--- src/rtl/burst_cap_pkg.sv ---
package burst_cap_pkg;

    localparam int DEF_DATA_W  = 12;
    localparam int DEF_DEPTH   = 8;
    localparam int DEF_MAX_LEN = 16;

    typedef enum logic [1:0] {
        SEQ_IDLE = 2'd0,
        SEQ_REQ  = 2'd1,
        SEQ_WAIT = 2'd2
    } seq_state_e;

    typedef struct packed {
        logic busy;
        logic done;
        logic complete;
        logic overrun;
    } seq_flags_t;

    // Requested length of 0 or above the limit means "use the limit".
    function automatic int unsigned clamp_len(int unsigned req, int unsigned lim);
        return (req == 0 || req > lim) ? lim : req;
    endfunction

    // Increment with wrap at an arbitrary depth.
    function automatic int unsigned wrap_inc(int unsigned idx, int unsigned depth);
        return (idx == depth - 1) ? 0 : idx + 1;
    endfunction

endpackage

--- src/rtl/burst_edge_det.sv ---
module burst_edge_det (
    input  logic clk,
    input  logic rst,
    input  logic lvl_i,
    output logic rise_o
);
    logic lvl_q;

    always_ff @(posedge clk) begin
        if (rst) lvl_q <= 1'b0;
        else     lvl_q <= lvl_i;
    end

    assign rise_o = lvl_i & ~lvl_q;
endmodule

--- src/rtl/burst_ring.sv ---
module burst_ring #(
    parameter int DATA_W = 12,
    parameter int DEPTH  = 8,
    localparam int AW    = $clog2(DEPTH)
) (
    input  logic              clk,
    input  logic              rst,
    input  logic              wr_en_i,
    input  logic [AW-1:0]     wr_idx_i,
    input  logic [DATA_W-1:0] wr_data_i,
    input  logic [AW-1:0]     rd_addr_i,
    output logic [DATA_W-1:0] rd_data_o
);
    logic [DATA_W-1:0] slot [DEPTH];

    for (genvar g = 0; g < DEPTH; g++) begin : g_slot
        always_ff @(posedge clk) begin
            if (rst)
                slot[g] <= '0;
            else if (wr_en_i && wr_idx_i == AW'(g))
                slot[g] <= wr_data_i;
        end
    end

    always_comb begin
        rd_data_o = '0;
        for (int i = 0; i < DEPTH; i++)
            if (rd_addr_i == AW'(i)) rd_data_o = slot[i];
    end
endmodule

--- src/rtl/burst_seq.sv ---
module burst_seq
    import burst_cap_pkg::*;
#(
    parameter int DEPTH   = 8,
    parameter int MAX_LEN = 16,
    localparam int AW     = $clog2(DEPTH),
    localparam int LW     = $clog2(MAX_LEN + 1)
) (
    input  logic          clk,
    input  logic          rst,
    input  logic          rise_i,
    input  logic [LW-1:0] len_i,
    input  logic          conv_done_i,
    output logic          conv_start_o,
    output logic          wr_en_o,
    output logic [AW-1:0] wr_idx_o,
    output seq_flags_t    flags_o,
    output logic [AW-1:0] oldest_o
);
    seq_state_e    state_q;
    logic [LW-1:0] target_q;
    logic [LW-1:0] count_q;
    logic [AW-1:0] wptr_q;
    logic [AW-1:0] wptr_nx;
    logic          done_q;
    logic          complete_q;
    logic          overrun_q;
    logic [AW-1:0] oldest_q;
    logic          last_store;

    assign wr_en_o      = (state_q == SEQ_WAIT) && conv_done_i;
    assign wr_idx_o     = wptr_q;
    assign wptr_nx      = AW'(wrap_inc(int'(wptr_q), DEPTH));
    assign last_store   = wr_en_o && (count_q + LW'(1) == target_q);
    assign conv_start_o = (state_q == SEQ_REQ);

    always_ff @(posedge clk) begin
        if (rst) begin
            state_q    <= SEQ_IDLE;
            target_q   <= '0;
            count_q    <= '0;
            wptr_q     <= '0;
            done_q     <= 1'b0;
            complete_q <= 1'b0;
            overrun_q  <= 1'b0;
            oldest_q   <= '0;
        end else begin
            done_q <= 1'b0;
            unique case (state_q)
                SEQ_IDLE: begin
                    if (rise_i) begin
                        state_q    <= SEQ_REQ;
                        target_q   <= LW'(clamp_len(int'(len_i), MAX_LEN));
                        count_q    <= '0;
                        wptr_q     <= '0;
                        complete_q <= 1'b0;
                    end
                end
                SEQ_REQ: begin
                    state_q <= SEQ_WAIT;
                    if (rise_i) overrun_q <= 1'b1;
                end
                SEQ_WAIT: begin
                    if (rise_i) overrun_q <= 1'b1;
                    if (wr_en_o) begin
                        wptr_q  <= wptr_nx;
                        count_q <= count_q + LW'(1);
                        if (last_store) begin
                            state_q    <= SEQ_IDLE;
                            done_q     <= 1'b1;
                            complete_q <= 1'b1;
                            oldest_q   <= (int'(target_q) >= DEPTH) ? wptr_nx : '0;
                        end else begin
                            state_q <= SEQ_REQ;
                        end
                    end
                end
                default: state_q <= SEQ_IDLE;
            endcase
        end
    end

    assign flags_o.busy     = (state_q != SEQ_IDLE);
    assign flags_o.done     = done_q;
    assign flags_o.complete = complete_q;
    assign flags_o.overrun  = overrun_q;
    assign oldest_o         = oldest_q;
endmodule

--- src/rtl/burst_capture.sv ---
module burst_capture
    import burst_cap_pkg::*;
#(
    parameter int DATA_W  = DEF_DATA_W,
    parameter int DEPTH   = DEF_DEPTH,
    parameter int MAX_LEN = DEF_MAX_LEN,
    localparam int AW     = $clog2(DEPTH),
    localparam int LW     = $clog2(MAX_LEN + 1)
) (
    input  logic              clk,
    input  logic              rst,
    input  logic              trig_i,
    input  logic [LW-1:0]     burst_len_i,
    output logic              conv_start_o,
    input  logic              conv_done_i,
    input  logic [DATA_W-1:0] conv_data_i,
    input  logic [AW-1:0]     rd_addr_i,
    output logic [DATA_W-1:0] rd_data_o,
    output logic              busy_o,
    output logic              done_o,
    output logic              complete_o,
    output logic              overrun_o,
    output logic [AW-1:0]     oldest_o
);
    logic          trig_rise;
    logic          wr_en;
    logic [AW-1:0] wr_idx;
    seq_flags_t    flags;

    burst_edge_det u_edge (
        .clk    (clk),
        .rst    (rst),
        .lvl_i  (trig_i),
        .rise_o (trig_rise)
    );

    burst_seq #(
        .DEPTH   (DEPTH),
        .MAX_LEN (MAX_LEN)
    ) u_seq (
        .clk          (clk),
        .rst          (rst),
        .rise_i       (trig_rise),
        .len_i        (burst_len_i),
        .conv_done_i  (conv_done_i),
        .conv_start_o (conv_start_o),
        .wr_en_o      (wr_en),
        .wr_idx_o     (wr_idx),
        .flags_o      (flags),
        .oldest_o     (oldest_o)
    );

    burst_ring #(
        .DATA_W (DATA_W),
        .DEPTH  (DEPTH)
    ) u_ring (
        .clk       (clk),
        .rst       (rst),
        .wr_en_i   (wr_en),
        .wr_idx_i  (wr_idx),
        .wr_data_i (conv_data_i),
        .rd_addr_i (rd_addr_i),
        .rd_data_o (rd_data_o)
    );

    assign busy_o     = flags.busy;
    assign done_o     = flags.done;
    assign complete_o = flags.complete;
    assign overrun_o  = flags.overrun;
endmodule

--- config.mk ---
export PLATFORM = sky130hd
export DESIGN_NAME = burst_capture
export DESIGN_NICKNAME = d
export VERILOG_FILES = /design/src/rtl/burst_cap_pkg.sv /design/src/rtl/burst_edge_det.sv /design/src/rtl/burst_ring.sv /design/src/rtl/burst_seq.sv /design/src/rtl/burst_capture.sv
export SDC_FILE = /design/constraint.sdc
export NUM_CORES = 1
export LEC_CHECK = 0
export ABC_AREA = 1
export BUFFER_PORTS_ARGS = -buffer_cell sky130_fd_sc_hd__clkbuf_2
export CAP_MARGIN = 20
export CORE_MARGIN = 4
export CORE_UTILIZATION = 56
export CTS_BUF_LIST = sky130_fd_sc_hd__clkbuf_4
export DETAILED_ROUTE_END_ITERATION = 8
export GPL_TIMING_DRIVEN = 0
export PLACE_DENSITY = 0.87
export REMOVE_ABC_BUFFERS = 1
export SYNTH_ARGS = -nofsm -noshare
export SYNTH_HDL_FRONTEND = slang
export SYNTH_SLANG_ARGS = --single-unit
--- constraint.sdc ---
create_clock -name clk -period 2.3 [get_ports clk]
set_input_delay 0 -clock clk [delete_from_list [all_inputs] [get_ports clk]]
set_output_delay 0 -clock clk [all_outputs]
set_load 0.01 [all_outputs]
## Yosys cells after proc, flatten, opt, wreduce, memory -nomap -nowiden

Memory sizes are Yosys's and may differ from the RTL's.
Cells that the tools add are included.

- Memories: 1
- Input port bits: 24
- Flip-flop bits (word level): 22
- Memory bits (writable): 96
- Logic and storage cells: 131

Memory list:

| memory | depth | width | read ports | clocked after memory_dff | wr ports | line | RTL |
|---|---|---|---|---|---|---|---|
| u_ring.slot | 8 | 12 | 8 | 0 | 8 | burst_ring.sv:14 | `logic [DATA_W-1:0] slot [DEPTH];` |

- Bitwise gates (word level): 12
- $lt $le $gt $ge: 2
- Reductions and logical operators: 25
- Add/sub/neg operators: 2
- Equality and inequality tests: 20
- Mux-type cells: 60

Operator list:

| operator | number |
|---|---|
| 12-bit 2-to-1 mux | 16 |
| 1-bit 2-to-1 mux | 31 |
| 3-bit equality test, second input constant | 8 |
| 5-bit 2-to-1 mux | 3 |
| 3-bit by 2-bit equality test with 1-bit output, second input constant | 4 |
| 3-bit 2-to-1 mux | 4 |
| 1-bit logical AND | 10 |
| 5-bit one-hot mux with 2 select lines | 1 |
| 1-bit bitwise OR | 8 |
| 3-bit by 1-bit equality test with 1-bit output, second input constant | 2 |
| 3-bit zero test | 2 |
| 2-bit one-hot mux with 3 select lines | 1 |
| 3-bit one-hot mux with 2 select lines | 1 |
| 2-bit AND reduction | 3 |
| 3-bit AND reduction | 2 |
| 5-bit by 1-bit adder with 5-bit output, second input constant | 1 |
| 5-bit equality test | 1 |
| 5-bit by 4-bit >= comparator with 1-bit output, second input constant | 1 |
| 5-bit > comparator, second input constant | 1 |
| 5-bit zero test | 1 |
| 2-bit 2-to-1 mux | 2 |
| 2-bit by 1-bit != test with 1-bit output, second input constant | 2 |
| 4-bit AND reduction | 1 |
| 2-bit nonzero test | 2 |
| 11 further kinds | 13 |

## Depth between registers and ports, before layout

Gate-level depths: netlist of run 1.

- Depth in word-level cells: 9
- Mapped depth: 12
- Depth with buffers taken out: 12

## Modules after synthesis

From an unflattened synthesis of run 1, not the netlist that was laid out.

- Cell total of the unflattened synthesis: 563
- Area, all modules: 5509.0 um2

Modules (own cells, without submodules):

| module | times used | area an instance (um2) | cells an instance | sequential area each (um2) |
|---|---|---|---|---|
| burst_ring | 1 | 4398.0 | 418 | 2882.8 |
| burst_seq | 1 | 1079.8 | 141 | 420.4 |
| burst_edge_det | 1 | 31.3 | 4 | 20.0 |

## Least setup slack after synthesis of run 1

Ideal clock, no wire load.

- Path kind: register -> register
- From: reg u_seq.state_q[0]
- To: mem u_ring.slot[5][0] (netlist: u_ring.slot[1][12]) (enable)
- Data required time: 1902 ps
- Buffers on the path: 1
- Stages on the path, launching flop included: 8
- Arrival time: 1930 ps
- Setup time: 398 ps
- Path slack: -28 ps
- Cells stage by stage: dfxtp_1 > inv_1 > ha_1 > nand2_2 > inv_1 > buf_2 > nand2_1 > o21ai_0

RTL lines:

| item | line | RTL |
|---|---|---|
| start: declaration | burst_seq.sv:20 | `seq_state_e state_q;` |
| start signal: assignment | burst_seq.sv:39 | `state_q <= SEQ_IDLE;` |
| start signal: assignment | burst_seq.sv:52 | `state_q <= SEQ_REQ;` |
| start signal: assignment | burst_seq.sv:60 | `state_q <= SEQ_WAIT;` |
| end: declaration | burst_ring.sv:14 |  |

==> summary.txt, run 1 <==
Outcome - completed
Hpwl dp - 8100 µm
Seq/Total Area, Yosys - 0.624
Crit-path most repeated cell - inv_1
Max Slew Vio Count - 0
Largest net degree at the start of global routing - 25
Cts bufs inserted - 17
Post-Synth XOR/XNOR Area - 0
Post-synth top area share - 0.541
Setup crit end kind - flip-flop
Initial DRC count - 406
P_leak - 0.00255 µW
Power Dens Cells - 735 mW/mm²
# rows - 35
Critical path cell sequence - inv_1 > ha_1 > nand2_2 > inv_1 > nand2_1 > o21ai_2 > buf_4
Simple-Gate Fraction of Synth Area - 0.227
Mux cell area share after synthesis - 0
Part of the cycle the worst path needs - 0.934
Final Hold Vio Count - 0
I/O Pins - 44
Die area - 0.0111 mm²
GRT Overall Usage - 0.230
Final #Nets - 657
CTS tree - yes
Crit path max fanout - 11
Congestion Overflow GR - 0
Starting Density - 0.576
Max cap viols - 0
Cells after DPL - 702
Crit path buf inv count - 3
Worst setup margin - 0.152 ns
Cell taking the most area after synthesis - edfxtp_1
Drc violations - 0
Clock transition at path regs - 0.11 ns
Diode count - 0
Vias in the first global route - 4,321
Die X - 106 µm
Cells after synthesis - 545
Die height - 106 µm
Mapped Area - 0.00533 mm²
CP Launch Type - flip-flop
# H-tree levels - 4
Pre-antenna DRT Iters - 6
Hold Crit Class - in2reg
Area contributors post-synth - edfxtp_1, dfxtp_1, nor2_1
Port-buffer cells - 43
Critical Path RT - 2.51 ns
Non-Filler Instances - 763
Vias per inst - 5.60
Max Root-Sink Buffers - 2
Antenna violations before repair - 0
Final setup fails - 0
Final Wtd Congestion - 0.848
Maximum clock frequency - 465 MHz
Crit path DAT - 2.36 ns
Synth warnings - 0
Detailed Route WL - 12,300 µm
R2R setup slack - 0.15 ns
Final Skew - 0.0155 ns
Routed wire length per instance - 16.1 µm
Clock sinks - 118
Unrepaired setup endpoints after global routing - false
Post-layout min period - 2.15 ns
Synth Area in Adders - 0.0282
Avg Inst Size Synth - 9.77 µm²
FF+latch count, synth - 118
Post-route ant nets - 0
Largest family of logic cells by synthesized area - simple AND/OR/NAND/NOR gates
Cell family contributing the most delay on the critical path - buffers and inverters
Largest stage delay on the critical path - 0.36 ns
Area Overhead vs Synth - 16.6%
Worst-Margin Slew - 1.04 ns
Post-placement setup slack - 0.0594 ns
Critical setup path kind - reg2reg
Yosys cell types - 26
CP max-delay cell - dfxtp_1
Layout cells sized above 1 - 0.158
Compound-cell area share of the yosys netlist - 0.0606
Worst-skew pair later-pin latency - 0.49 ns
Via count - 4,269
Slew HR - 0.301
Core area - 0.00924 mm²
Worst VDD drop - 417 µV
Root Buffer - clkbuf_4
Global-route wire length before repair - 19,900 µm
-- final timing paths --
| kind | endpoint | start | cells after the start |
|---|---|---|---|
| hold reg to reg | u_seq.complete_q | u_seq.complete_q | 2 |
| hold / removal | u_seq.target_q[4] | burst_len_i[4] | 6 |
| setup / recovery | u_ring.slot[1][17] | u_seq.state_q[0] | 7 |
| setup reg to reg | u_ring.slot[1][17] | u_seq.state_q[0] | 7 |
-- area by class of cell --
| type | instances | area, µm² |
|---|---|---|
| Sequential cell | 118 | 3320 |
| Fill cell | 664 | 3030 |
| Multi-Input combinational cell | 348 | 1700 |
| Timing Repair Buffer | 80 | 553 |
| Inverter | 56 | 210 |
| Tap cell | 129 | 161 |
| Clock inverter | 15 | 131 |
| Clock buffer | 17 | 128 |
-- layout by cell type, fill, tap and decap left out, types with 3 or more instances in the layout --
cell type,Yosys,layout
nor2_1,109,109
nand2_1,105,105
edfxtp_1,96,96
inv_1,56,56
clkbuf_2,0,43
nand3_1,31,31
a21oi_1,28,28
dlygate4sd3_1,0,24
nand4_1,23,23
dfxtp_1,22,22
clkbuf_4,0,17
ha_1,12,12
o2111ai_1,11,11
buf_4,1,8
o21ai_0,8,4
clkinvlp_4,0,4
nor3_1,4,3
o21ai_2,1,3
a211oi_1,3,3
clkinv_2,0,3
clkinv_4,0,3
inv_6,0,3
buf_2,17,3
-- cell families (layout without fill, tap and decap cells) --
| family | Yosys count | after routing |
|---|---|---|
| AOI/OAI and AO/OA | 53 | 53 |
| adders and majority gates | 12 | 12 |
| buffers and inverters | 79 | 168 |
| DFF | 118 | 118 |
| and+or+nand+nor | 283 | 283 |
-- synth_stat cells --
| cell | number |
|---|---|
| or4_1 | 1 |
| nand3_2 | 1 |
| clkbuf_1 | 5 |
| edfxtp_1 | 96 |
| a211oi_1 | 3 |
| o2111ai_1 | 11 |
| nor2_1 | 109 |
| buf_4 | 1 |
| nand4_1 | 23 |
| nor2_2 | 2 |
| nor3_2 | 1 |
| inv_1 | 56 |
| nand2_1 | 105 |
| nor2_4 | 1 |
| nand3_1 | 31 |
| nand2_2 | 2 |
| and3_1 | 1 |
| nand3b_1 | 2 |
| dfxtp_1 | 22 |
| a21oi_1 | 28 |
| buf_2 | 17 |
| ha_1 | 12 |
| o31ai_1 | 2 |
| o21ai_0 | 8 |
| nor3_1 | 4 |
| o21ai_2 | 1 |
-- where the power goes --
group / switching (µW) / leakage (µW) / total, µW / internal (µW)
Combinational: 468 / 0.00124 / 708 / 240
Sequential: 66.1 / 0.00117 / 2500 / 2430
Clock: 818 / 0.000132 / 1360 / 539
-- stage by stage --
stage / hold slack [ns] / instance area [µm²] / setup TNS (ns) / power [µW] / utilization
2_1_floorplan: 0.0691 / 5210 / -0.0682 / 2960 / -
3_3_place_gp: 0.232 / 5590 / -30.10 / 3150 / 0.605
3_5_place_dp: 0.241 / 5670 / 0 / 3190 / 0.613
4_1_cts: 0.0148 / 6160 / 0 / 4560 / 0.667
5_1_grt: 0.0387 / 6210 / 0 / 4770 / 0.672
6_report: 0.0466 / 6210 / 0 / 4570 / 0.672
-- flip-flops by register name, indices dropped and copies added, names as in the netlist --
| signal | cells |
|---|---|
| u_seq.complete_q | 1 |
| u_seq.count_q | 5 |
| u_seq.wr_idx_o | 3 |
| u_seq.done_q | 1 |
| u_ring.slot | 96 |
| u_seq.state_q | 2 |
| u_seq.target_q | 5 |
| u_edge.lvl_q | 1 |
| u_seq.oldest_o | 3 |
| u_seq.overrun_q | 1 |
-- repair_timing --
item / CTS / global route
setup buffers: 0 / 5
gates resized for setup: 0 / 2
hold buffers: 24 / 0
endpoints found under the hold margin: 113 / 0
endpoints found under the setup margin: 0 / 25
-- per-layer routing --
layer,up-vias,wire length [µm],GRT usage
met5,-,0,0
met4,0,388,0.115
met3,45,872,0.0545
met2,228,6480,0.413
met1,1992,4570,0.254
li1,2004,-,-
-- tightest hold or removal path, stage by stage --
cell      delay (ns)
clkbuf_2        0.08
inv_1           0.06
ha_1            0.14
nand3_1         0.07
nand2_1         0.09
a21oi_1         0.05
Power figures use the tool's default switching activity.
==> run 2: changes to the inputs <==
- REMOVE_ABC_BUFFERS: 1 -> default
==> run 2 against run 1 <==
Clock power increased by 15%; via count increased by 2.7%; utilization increased by 1.1 points; global-route usage increased by 1.6 points.
==> summary.txt, run 2 (synthesized netlist as in run 1, its figures left out) <==
Cts bufs inserted - 17 (unchanged)
Crit path max fanout - 10 (-1)
Hold Crit Class - in2reg
CTS tree - yes
Reg2reg end - u_ring.slot[1][12]
Setup crit end kind - flip-flop
Synthesized net count - 581
Worst-skew pair later-pin latency - 0.56 ns (+0.07 ns)
Max Root-Sink Buffers - 2 (unchanged)
P_leak - 0.00259 µW (+1.8%)
Maximum clock frequency - 465 MHz (-0.11%)
Largest net degree at the start of global routing - 17 (-32%)
Pre-antenna DRT Iters - 6 (unchanged)
Congestion Overflow GR - 0 (unchanged)
Core area - 0.00924 mm² (unchanged)
Post-place instance area - 0.00576 mm² (+1.6%)
Final Hold Vio Count - 0 (unchanged)
Min-delay src - burst_len_i[1]
Part of the cycle the worst path needs - 0.935 (+0.00104)
Worst-Margin Slew - 0.704 ns (-0.337 ns)
Max cap viols - 0 (unchanged)
Largest regs - u_ring.slot: 96 flops, u_seq.count_q: 5 flops, u_seq.target_q: 5 flops
Met1 wire length - 4720 µm (+3.3%)
# rows - 35 (unchanged)
Max Used Layer - met4
Final Skew - 0.0331 ns (+0.0176 ns)
FF+latch area - 0.00332 mm² (unchanged)
Vias in the first global route - 4,405 (+1.9%)
Met3 wire length - 989 µm (+13%)
Final Wtd Congestion - 0.888 (+4.8%)
CP Launch Type - flip-flop
Area of the multi-input gates - 0.00171 mm² (+0.59%)
Hold Path Depth - 6 (unchanged)
Crit path DAT - 2.41 ns (+0.05 ns)
Port-buffer cells - 43 (unchanged)
Critical setup path kind - reg2reg
Final setup fails - 0 (unchanged)
Clock transition at path regs - 0.11 ns (about the same)
Layout cells sized above 1 - 0.171 (+0.0133)
Outcome - completed
Drc violations - 0 (unchanged)
Die height - 106 µm (unchanged)
Power Dens Cells - 760 mW/mm² (+3.4%)
# H-tree levels - 4 (unchanged)
Post-layout min period - 2.15 ns (+0.00240 ns)
R2R setup slack - 0.15 ns (about the same)
Slew HR - 0.528 (+0.227)
Unrepaired setup endpoints after global routing - true
Starting Density - 0.576 (unchanged)
WHS - 0.135 ns (+0.0887 ns)
Antenna violations before repair - 0 (unchanged)
Final #Nets - 672 (+2.3%)
Hpwl dp - 8480 µm (+4.7%)
Die X - 106 µm (unchanged)
Design Area, Final - 0.00631 mm² (+1.6%)
Initial DRC count - 368 (-9.4%)
Filler cell count - 643 (-3.2%)
Worst VDD drop - 521 µV (+25%)
Routed wire length per instance - 16.9 µm (+4.9%)
Diode count - 0 (unchanged)
Vias per inst - 5.64 (+0.76%)
Post-route ant nets - 0 (unchanged)
Area Overhead vs Synth - 18.4%
Met2 wire len - 6820 µm (+5.2%)
Via count - 4,386 (+2.7%)
Top reg by flops - u_ring.slot
Number of flip-flops under the largest register name - 96 (unchanged)
Detailed Route WL - 13,200 µm (+7.0%)
Commonest non-fill, non-tap cell in the layout - nor2_1
GRT Overall Usage - 0.247 (+0.0164)
Root Buffer - clkbuf_4
Reg-to-Reg Start - u_seq.state_q[0]
WHS Endpoint - u_seq.target_q[3]
Critical Path RT - 2.56 ns (+0.05 ns)
Most frequent cells in the layout - nor2_1, nand2_1, edfxtp_1, inv_1, clkbuf_2
Clock sinks - 118 (unchanged)
Global-route wire length before repair - 21,100 µm (+5.7%)
Die area - 0.0111 mm² (unchanged)
Max Slew Vio Count - 0 (unchanged)
I/O Pins - 44 (unchanged)
R2R cell count - 8 (+1)
-- run 2: final cells by class --
cell class	instances	area share
Inverter	56	0.0333
Timing Repair Buffer	72	0.0780
Clock inverter	15	0.0268
Clock buffer	17	0.0202
Sequential cell	118	0.527
Buffer	23	0.0177
Multi-Input combinational cell	348	0.272
Tap cell	129	0.0256
-- run 2: stage by stage --
step	setup WS [ns]	utilization	cells	TNS (ns)	total power, µW
floorplan	-0.0279	-	545	-0.669	2970
global placement	-0.620	0.617	717	-30.24	3160
detailed placement	0.0278	0.623	723	0	3210
CTS	0.0809	0.681	778	0	4750
global route	-0.0170	0.683	778	-0.0524	4970
finish	0.149	0.683	778	0	4790
-- run 2: worst max-delay path by stage --
stage,slack (ns),end,depth (start not counted),from
2_1_floorplan,-0.03,u_ring.slot[1][12],7,u_seq.state_q[0]
3_3_place_gp,-0.62,u_ring.slot[1][17],7,u_seq.state_q[0]
3_5_place_dp,0.03,u_ring.slot[1][17],8,u_seq.state_q[0]
4_1_cts,0.08,u_ring.slot[1][34],8,u_seq.state_q[0]
5_1_grt,-0.02,u_ring.slot[1][13],8,u_seq.state_q[0]
6_report,0.15,u_ring.slot[1][12],8,u_seq.state_q[0]
-- run 2: worst max-delay path, stage by stage, from the launching register on --
cell and delay (ns):
dfxtp_1 0.36, inv_1 0.10, ha_1 0.25, nand2_2 0.16
inv_1 0.12, buf_2 0.21, nand2_1 0.17, o21ai_4 0.30
buf_6 0.20
-- run 2: where the power goes --
| part | switching [µW] | leakage [µW] | internal [µW] |
|---|---|---|---|
| Clock | 898 | 0.000147 | 667 |
| Combinational | 481 | 0.00127 | 244 |
| Sequential | 69.7 | 0.00117 | 2430 |
-- run 2: what timing repair did --
action                                 4_1_cts  5_1_grt
buffers inserted                             0        0
hold buffers                                23        0
endpoints found under the hold margin      110        0
pin swaps                                    0        0
setup endpoints to repair                    8       23
gates resized for setup                      1        4
-- run 2: layer usage --
layer / vias up / GRT usage
met5: - / 0
met4: 0 / 0.153
met3: 64 / 0.0447
met2: 246 / 0.431
met1: 2040 / 0.279
li1: 2036 / -
